--- config.mk ---
export PLATFORM = sky130hd
export DESIGN_NAME = sleep_wake_ctrl
export DESIGN_NICKNAME = d
export VERILOG_FILES = /design/src/rtl/sleep_wake_ctrl.sv
export SDC_FILE = /design/constraint.sdc
export NUM_CORES = 1
export LEC_CHECK = 0
export BUFFER_PORTS_ARGS = -buffer_cell sky130_fd_sc_hd__buf_4
export CORE_MARGIN = 3
export CORE_UTILIZATION = 57
export CTS_CLUSTER_SIZE = 40
export DETAILED_ROUTE_END_ITERATION = 16
export PLACE_DENSITY = 0.9
export REMOVE_ABC_BUFFERS = 1
export SLEW_MARGIN = 25
export SYNTH_ARGS = -nofsm -noshare
export SYNTH_HDL_FRONTEND = slang
export SYNTH_SLANG_ARGS = --single-unit
--- constraint.sdc ---
create_clock -name clk -period 3.3 [get_ports clk]
set_clock_uncertainty 0.15 [all_clocks]
set_input_delay 0.165 -clock clk [delete_from_list [all_inputs] [get_ports clk]]
set_output_delay 0.165 -clock clk [all_outputs]
set_load 0.01 [all_outputs]
--- src/rtl/sleep_wake_ctrl.sv ---
module sleep_wake_ctrl #(
  parameter int STARTUP_CYCLES   = 16,
  parameter int WAKE_HALT_CYCLES = 4,
  parameter int NUM_WAKE         = 6,
  parameter logic [NUM_WAKE-1:0] IDLE_WAKE_MASK = 6'b111111,
  parameter logic [NUM_WAKE-1:0] NR_WAKE_MASK   = 6'b001111,
  parameter logic [NUM_WAKE-1:0] PD_WAKE_MASK   = 6'b011100
) (
  input  logic                clk,
  input  logic                rst_n,
  input  logic                sleep_en,
  input  logic [1:0]          mode_sel,
  input  logic                sleep_strobe,
  input  logic                adc_en,
  input  logic [NUM_WAKE-1:0] wake_req,
  input  logic                reset_req,
  output logic                clk_cpu_en,
  output logic                clk_flash_en,
  output logic                clk_io_en,
  output logic                clk_adc_en,
  output logic                clk_pck_en,
  output logic                osc_en,
  output logic                cpu_halt,
  output logic                adc_start,
  output logic                irq_resume,
  output logic                reset_resume
);

  localparam int CNT_MAX = (STARTUP_CYCLES > WAKE_HALT_CYCLES) ? STARTUP_CYCLES : WAKE_HALT_CYCLES;
  localparam int CW      = $clog2(CNT_MAX + 1);
  localparam logic [CW-1:0] START_LOAD = CW'((STARTUP_CYCLES > 0) ? STARTUP_CYCLES - 1 : 0);
  localparam logic [CW-1:0] HALT_LOAD  = CW'((WAKE_HALT_CYCLES > 0) ? WAKE_HALT_CYCLES - 1 : 0);

  localparam logic [1:0] M_IDLE = 2'b00;
  localparam logic [1:0] M_NR   = 2'b01;
  localparam logic [1:0] M_PD   = 2'b10;

  typedef enum logic [1:0] {ST_RUN, ST_SLEEP, ST_START, ST_HALT} st_t;

  st_t                 state_q;
  logic [1:0]          mode_q;
  logic                by_reset_q;
  logic [CW-1:0]       cnt_q;
  logic [NUM_WAKE:0]   sync1_q, sync2_q;
  logic                adc_start_q, irq_q, rstgo_q;
  logic [NUM_WAKE-1:0] mask;
  logic                wake_hit, rst_hit, needs_start, running;

  always_ff @(posedge clk or negedge rst_n)
    if (!rst_n) begin
      sync1_q <= '0;
      sync2_q <= '0;
    end else begin
      sync1_q <= {reset_req, wake_req};
      sync2_q <= sync1_q;
    end

  always_comb
    case (mode_q)
      M_IDLE:  mask = IDLE_WAKE_MASK;
      M_NR:    mask = NR_WAKE_MASK;
      default: mask = PD_WAKE_MASK;
    endcase

  assign rst_hit     = sync2_q[NUM_WAKE];
  assign wake_hit    = |(sync2_q[NUM_WAKE-1:0] & mask);
  assign needs_start = (mode_q == M_PD) && (STARTUP_CYCLES > 0);

  always_ff @(posedge clk or negedge rst_n)
    if (!rst_n) begin
      state_q     <= ST_RUN;
      mode_q      <= M_IDLE;
      by_reset_q  <= 1'b0;
      cnt_q       <= '0;
      adc_start_q <= 1'b0;
      irq_q       <= 1'b0;
      rstgo_q     <= 1'b0;
    end else begin
      adc_start_q <= 1'b0;
      irq_q       <= 1'b0;
      rstgo_q     <= 1'b0;
      case (state_q)
        ST_RUN:
          if (sleep_strobe && sleep_en) begin
            state_q     <= ST_SLEEP;
            mode_q      <= mode_sel;
            adc_start_q <= adc_en && !mode_sel[1];
          end
        ST_SLEEP:
          if (rst_hit || wake_hit) begin
            by_reset_q <= rst_hit;
            if (needs_start) begin
              state_q <= ST_START;
              cnt_q   <= START_LOAD;
            end else if (rst_hit) begin
              state_q <= ST_RUN;
              rstgo_q <= 1'b1;
            end else begin
              state_q <= ST_HALT;
              cnt_q   <= HALT_LOAD;
            end
          end
        ST_START:
          if (cnt_q == '0) begin
            if (by_reset_q) begin
              state_q <= ST_RUN;
              rstgo_q <= 1'b1;
            end else begin
              state_q <= ST_HALT;
              cnt_q   <= HALT_LOAD;
            end
          end else begin
            cnt_q <= cnt_q - 1'b1;
          end
        default:
          if (cnt_q == '0) begin
            state_q <= ST_RUN;
            irq_q   <= 1'b1;
          end else begin
            cnt_q <= cnt_q - 1'b1;
          end
      endcase
    end

  assign running      = (state_q == ST_RUN) || (state_q == ST_HALT);
  assign clk_cpu_en   = running;
  assign clk_flash_en = running;
  assign clk_io_en    = running || (state_q == ST_SLEEP && mode_q == M_IDLE);
  assign clk_adc_en   = running || (state_q == ST_SLEEP && !mode_q[1]);
  assign clk_pck_en   = running || (state_q == ST_SLEEP && !mode_q[1]);
  assign osc_en       = !(state_q == ST_SLEEP && mode_q == M_PD);
  assign cpu_halt     = (state_q != ST_RUN);
  assign adc_start    = adc_start_q;
  assign irq_resume   = irq_q;
  assign reset_resume = rstgo_q;

  p_noop_strobe_r1: assert property (@(posedge clk) disable iff (!rst_n)
    (state_q == ST_RUN && sleep_strobe && !sleep_en) |=> !cpu_halt);

  p_cpu_gated_r2: assert property (@(posedge clk) disable iff (!rst_n)
    (state_q == ST_SLEEP) |-> (!clk_cpu_en && !clk_flash_en && cpu_halt));

  p_start_osc_r6: assert property (@(posedge clk) disable iff (!rst_n)
    (state_q == ST_START) |-> (osc_en && !clk_io_en && !clk_cpu_en));

  p_halt_clocks_r7: assert property (@(posedge clk) disable iff (!rst_n)
    (state_q == ST_HALT) |-> (clk_cpu_en && clk_io_en && osc_en && cpu_halt));

  p_irq_after_halt_r7: assert property (@(posedge clk) disable iff (!rst_n)
    $rose(irq_resume) |-> $past(state_q == ST_HALT));

  p_one_resume_r8: assert property (@(posedge clk) disable iff (!rst_n)
    !(irq_resume && reset_resume));

  p_adc_pulse_r9: assert property (@(posedge clk) disable iff (!rst_n)
    adc_start |=> !adc_start);

  p_halt_if_gated_r11: assert property (@(posedge clk) disable iff (!rst_n)
    !clk_cpu_en |-> cpu_halt);

endmodule

---- Yosys cells after proc, flatten, opt, wreduce, memory -nomap -nowiden ----
Cells that the tools add are included.
operators by class
  add/subtract/negate cells ............... 1
  equality and inequality tests ........... 11
  muxes and demuxes ....................... 26
  bitwise logic cells ..................... 2
  reduce and logical (&&, ||, !) cells .... 23
operators by type and width
  kind                                                                     count
  5-bit two-way mux                                                        6
  5-bit case mux with 3 select lines                                       1
  2-bit two-way mux                                                        7
  6-bit case mux with 2 select lines                                       1
  1-bit two-way mux                                                        9
  6-bit bitwise AND                                                        1
  2-bit == test, second input constant                                     3
  2-bit inequality test, second input constant                             3
  3-bit inequality test, second input constant                             2
  2-bit case mux with 3 select lines                                       1
  6-bit OR reduction                                                       1
  1-bit logical AND                                                        5
  5-bit logical NOT                                                        1
  5-bit AND reduction                                                      1
  5-bit by 1-bit subtractor with 5-bit output, second input constant       1
  2-bit by 1-bit == test with 1-bit output, second input constant          2
  2-bit logical NOT                                                        2
  1-bit logical OR                                                         4
  2-bit AND reduction                                                      2
  4-bit AND reduction                                                      1
  1-bit logical NOT                                                        3
  3-bit by 1-bit inequality test with 1-bit output, second input constant  1
  3-bit nonzero test                                                       1
  3-bit OR reduction                                                       1
  3 further kinds                                                          3
word-level totals
  register bits ........................... 27
  bits of input ports ..................... 14
  output and inout bits ................... 10
  logic and storage cells ................. 72

---- Longest topological paths before layout ----
  depth in word-level cells ............... 7
  depth in mapped cells ................... 7
  mapped depth without buffers ............ 7

---- Worst setup path before layout ----
OpenSTA, ideal clock, no wires.
  path kind ............................... register -> register
  start point ............................. register cnt_q[0]
  end point ............................... register cnt_q[1]
  arrival time ............................ 1.892 ns
  required time ........................... 3.025 ns
  path slack .............................. 1.133 ns
  stages on the path, launching flop included .. 7
  clock period less this slack ............ 2.167 ns
  cells stage by stage .................... dfrtp_1 inv_1 ha_1 or4b_4 o221ai_2 or2_2 mux2_2
between the ends
  cells in the longest elaborated chain, start to end .. 3
  elaborated cells on any way between the ends .. 8
  classes of those cells .................. add/sub (1); eq/ne (2); mux (3); reduce/logical (2)
ends and longest elaborated chain
  element                                                                                  RTL line  text
  start, declared                                                                          43        logic [CW-1:0] cnt_q;
  start signal, assigned                                                                   113       cnt_q <= cnt_q - 1'b1;
  start signal, assigned                                                                   120       cnt_q <= cnt_q - 1'b1;
  5-bit by 1-bit subtractor with 5-bit output / 5-bit logical NOT (equally long branches)  --
  5-bit two-way mux, or another cell as far along                                          116       if (cnt_q == '0) begin
  5-bit case mux with 3 select lines / 5-bit AND reduction (equally long branches)         --
Several ways; a longest one is shown, not always the timed one. The select of a mux whose other input is x is not followed.
A chain may end at the register's enable or synchronous reset.

---- Worst setup path after layout ----
Ends and elaborated chain as after synthesis.

==> impl_metrics.env <==
export IMPL_drtIter0Drc=27
export IMPL_slowest_delay_ns=0.52
export IMPL_cts_root_buf="clkbuf_4"
export IMPL_synthCells=110
export IMPL_core_um2=2022
export IMPL_cts_tree="yes"
export IMPL_fmax_ghz=0.4263
export IMPL_worst_pin_slew_ns=0.6616
export IMPL_cts_reportedPaths_clkPinSlew_ns=0.14
export IMPL_slew_violations=0
export IMPL_critPathKind="reg2reg"
export IMPL_r2r_end="cnt_q[1]"
export IMPL_nNetsFinal=164
export IMPL_synth_area_leaders="dfrtp_1 54%, ha_1 6.0%, a21oi_1 2.8%, mux2_2 2.7%, inv_1 2.4%"
export IMPL_status="finished, final reports clean"
export IMPL_grt_use_total_pct=21.77
export IMPL_syn_avg_cell_area_um2=11.39
export IMPL_post_dp_hpwl_um=1864
export IMPL_antenna_found_initial=0
export IMPL_drtAntennaViolNets=0
export IMPL_start_util_pct=61.94
export IMPL_numPortBuffers=23
export IMPL_fp_dieArea_um2=2796
export IMPL_grt_overflow_total=0
export IMPL_fin_ws_ns=0.9544
export IMPL_ir_worst_vdd_uv=563.7
export IMPL_synth_cell_types=38
export IMPL_cp_slowest_cell="or4b_4"
export IMPL_max_slew_margin_rel_pct=55.27
export IMPL_ys_seq_area_share_pct=53.95
export IMPL_cp_max_fo=5
export IMPL_finish_utilization_pct=76.73
export IMPL_fin_crit_sh_pct=71.08
export IMPL_placementRows=16
export IMPL_grt_max_degree=28
export IMPL_cp_end_kind="register"
export IMPL_clk_path_buf_depth=2
export IMPL_cp_required_ns=3.37
export IMPL_clk_latency_ns=0.32
export IMPL_post_route_drc_count=0
export IMPL_antenna_cells=0
export IMPL_synth_flop_cell="dfrtp_1"
export IMPL_hold_viol=0
export IMPL_period_minus_slack_ns=2.346
export IMPL_die_w_um=52.88
export IMPL_drive_gt1_share_pct=24.48
export IMPL_htreeDepth=1
export IMPL_gp_congestion=1.092
export IMPL_syn_area_um2=1252
export IMPL_drv_cap=0
export IMPL_gr_usage_met3_pct=3.662
export IMPL_rsz0062_at_grt="false"
export IMPL_pre_cts_ws_ns=1.005
export IMPL_synth_top_cell_by_area="dfrtp_1"
export IMPL_num_vias=1001
export IMPL_cp_arrival_ns=2.42
export IMPL_netlist_area_leader_share_pct=53.95
export IMPL_die_h_um=52.88
export IMPL_grt_pass1_wl_um=4353
export IMPL_grt_pass1_vias=964
export IMPL_ios=24
export IMPL_top_usage_layer="met2"
export IMPL_powerDensity_nw_per_um2=918.3
export IMPL_p_leak_nw=0.7391
export IMPL_synth_edff_count=0
export IMPL_hold_class="in2async"
export IMPL_post_cts_resize_count=0
export IMPL_met1_usage_pct=25.46
export IMPL_first_pass_iters=4
export IMPL_gr_usage_met2_pct=39.05
export IMPL_ys_seq_elements=27
export IMPL_ys_warnings_count=0
export IMPL_vias_per_cell=5.888
export IMPL_whs_ns=0.1101
export IMPL_r2r_setup_slack_ns=0.95
export IMPL_area_delta_synth_final_pct=23.88
export IMPL_crit_chain="inv_1 -> ha_1 -> or4b_4 -> o221ai_2 -> or2_2 -> mux2_2"
export IMPL_wl_per_cell_um=15.15
export IMPL_setup_tns_ns=0
export IMPL_setup_violations=0
export IMPL_clock_sinks=27
export IMPL_wirelength_um=2576
export IMPL_start_kind="register"
export IMPL_timing_rr_start="cnt_q[0]"
export IMPL_ys_async_sr_fraction_pct=100.0
export IMPL_numCtsBuffers=3
export IMPL_p_total_mw=1.425
export IMPL_r2r_cells=6
[power by group]
group          switching [mW]  internal (mW)
combinational           0.427          0.371
clock                  0.0933         0.0454
sequential             0.0819          0.406
total                   0.603          0.822
[what timing repair did]
| action | CTS | global route |
|---|---|---|
| setup buffers | 0 | 0 |
| hold buffers | 11 | 0 |
| endpoints found under the hold margin | 37 | 0 |
[Yosys cell counts (2+ instances only)]
cell type	n
dfrtp_1	27
inv_1	8
a21oi_1	7
ha_1	6
nor2_1	6
nand2_1	5
nand3_1	5
mux2_2	3
nor3_1	3
o31ai_1	3
a2bb2oi_1	2
a31oi_1	2
buf_4	2
mux2_1	2
nand2b_1	2
nor2b_1	2
o21ai_0	2
o21bai_1	2
o22ai_1	2
[area by class of cell]
type | count | area [µm²]
Multi-Input combinational cell | 69 | 498.0
Clock buffer | 3 | 22.52
Sequential cell | 27 | 675.6
Inverter | 9 | 33.78
Clock inverter | 1 | 5.005
Timing Repair Buffer | 34 | 282.8
Tap cell | 27 | 33.78
Fill cell | 124 | 470.5
[worst max-delay path, delay by kind of cell, from the launching register on]
| kind | cells | cell delay, ns |
|---|---|---|
| mux | 1 | 0.33 |
| simple gates | 2 | 0.74 |
| buf+inv | 1 | 0.09 |
| fa+ha+maj | 1 | 0.23 |
| compound gates | 1 | 0.27 |
| flops | 1 | 0.44 |
[registers in the layout, indices dropped and copies added, names as in the netlist]
| signal | count |
|---|---|
| sync2_q | 7 |
| sync1_q | 7 |
| reset_resume | 1 |
| cnt_q | 5 |
| mode_q | 2 |
| state_q | 2 |
| irq_resume | 1 |
| by_reset_q | 1 |
| adc_start | 1 |
[cell families after synthesis]
group / Yosys count / share of synthesized area (%)
and+or+nand+nor: 32 / 14.29
AOI/OAI and AO/OA: 26 / 14.98
adders and majority gates: 6 / 5.994
DFF: 27 / 53.95
buffers and inverters: 14 / 6.292
muxes: 5 / 4.495
[cell usage in the layout (no fill, tap or decap), types with 2 or more instances in the layout]
master	n
a21oi_1	7
ha_1	6
clkbuf_4	3
inv_1	8
nor2_1	6
o21bai_1	2
mux2_1	2
nor3_1	3
a31oi_1	2
o31ai_1	3
nand2_1	5
nand3_1	5
dlygate4sd3_1	11
o22ai_1	2
buf_4	23
a2bb2oi_1	2
dfrtp_1	27
o21ai_0	2
nor2b_1	2
nand2b_1	2
mux2_2	3
[routing by layer]
layer	part of all wire (%)	up-vias
met5	0	-
met4	3.0	0
met3	6.8	11
met2	52	58
met1	38	477
li1	-	455
[metrics by stage]
step | area, µm² | std cells
3_5_place_dp | 1414 | 155
4_1_cts | 1551 | 170
5_1_grt | 1551 | 170
2_1_floorplan | 1207 | 105
3_3_place_gp | 1414 | 155
6_report | 1551 | 170
[how the worst max path moves through the flow]
stage | from | to | slack (ns)
floorplan | cnt_q[0] | cnt_q[1] | 1.13
global placement | cnt_q[0] | cnt_q[1] | 1.07
detailed placement | cnt_q[0] | cnt_q[1] | 1.01
CTS | cnt_q[0] | cnt_q[1] | 0.98
global route | state_q[1] | cnt_q[1] | 0.84
finish | cnt_q[0] | cnt_q[1] | 0.95
Power figures use the tool's default switching activity.
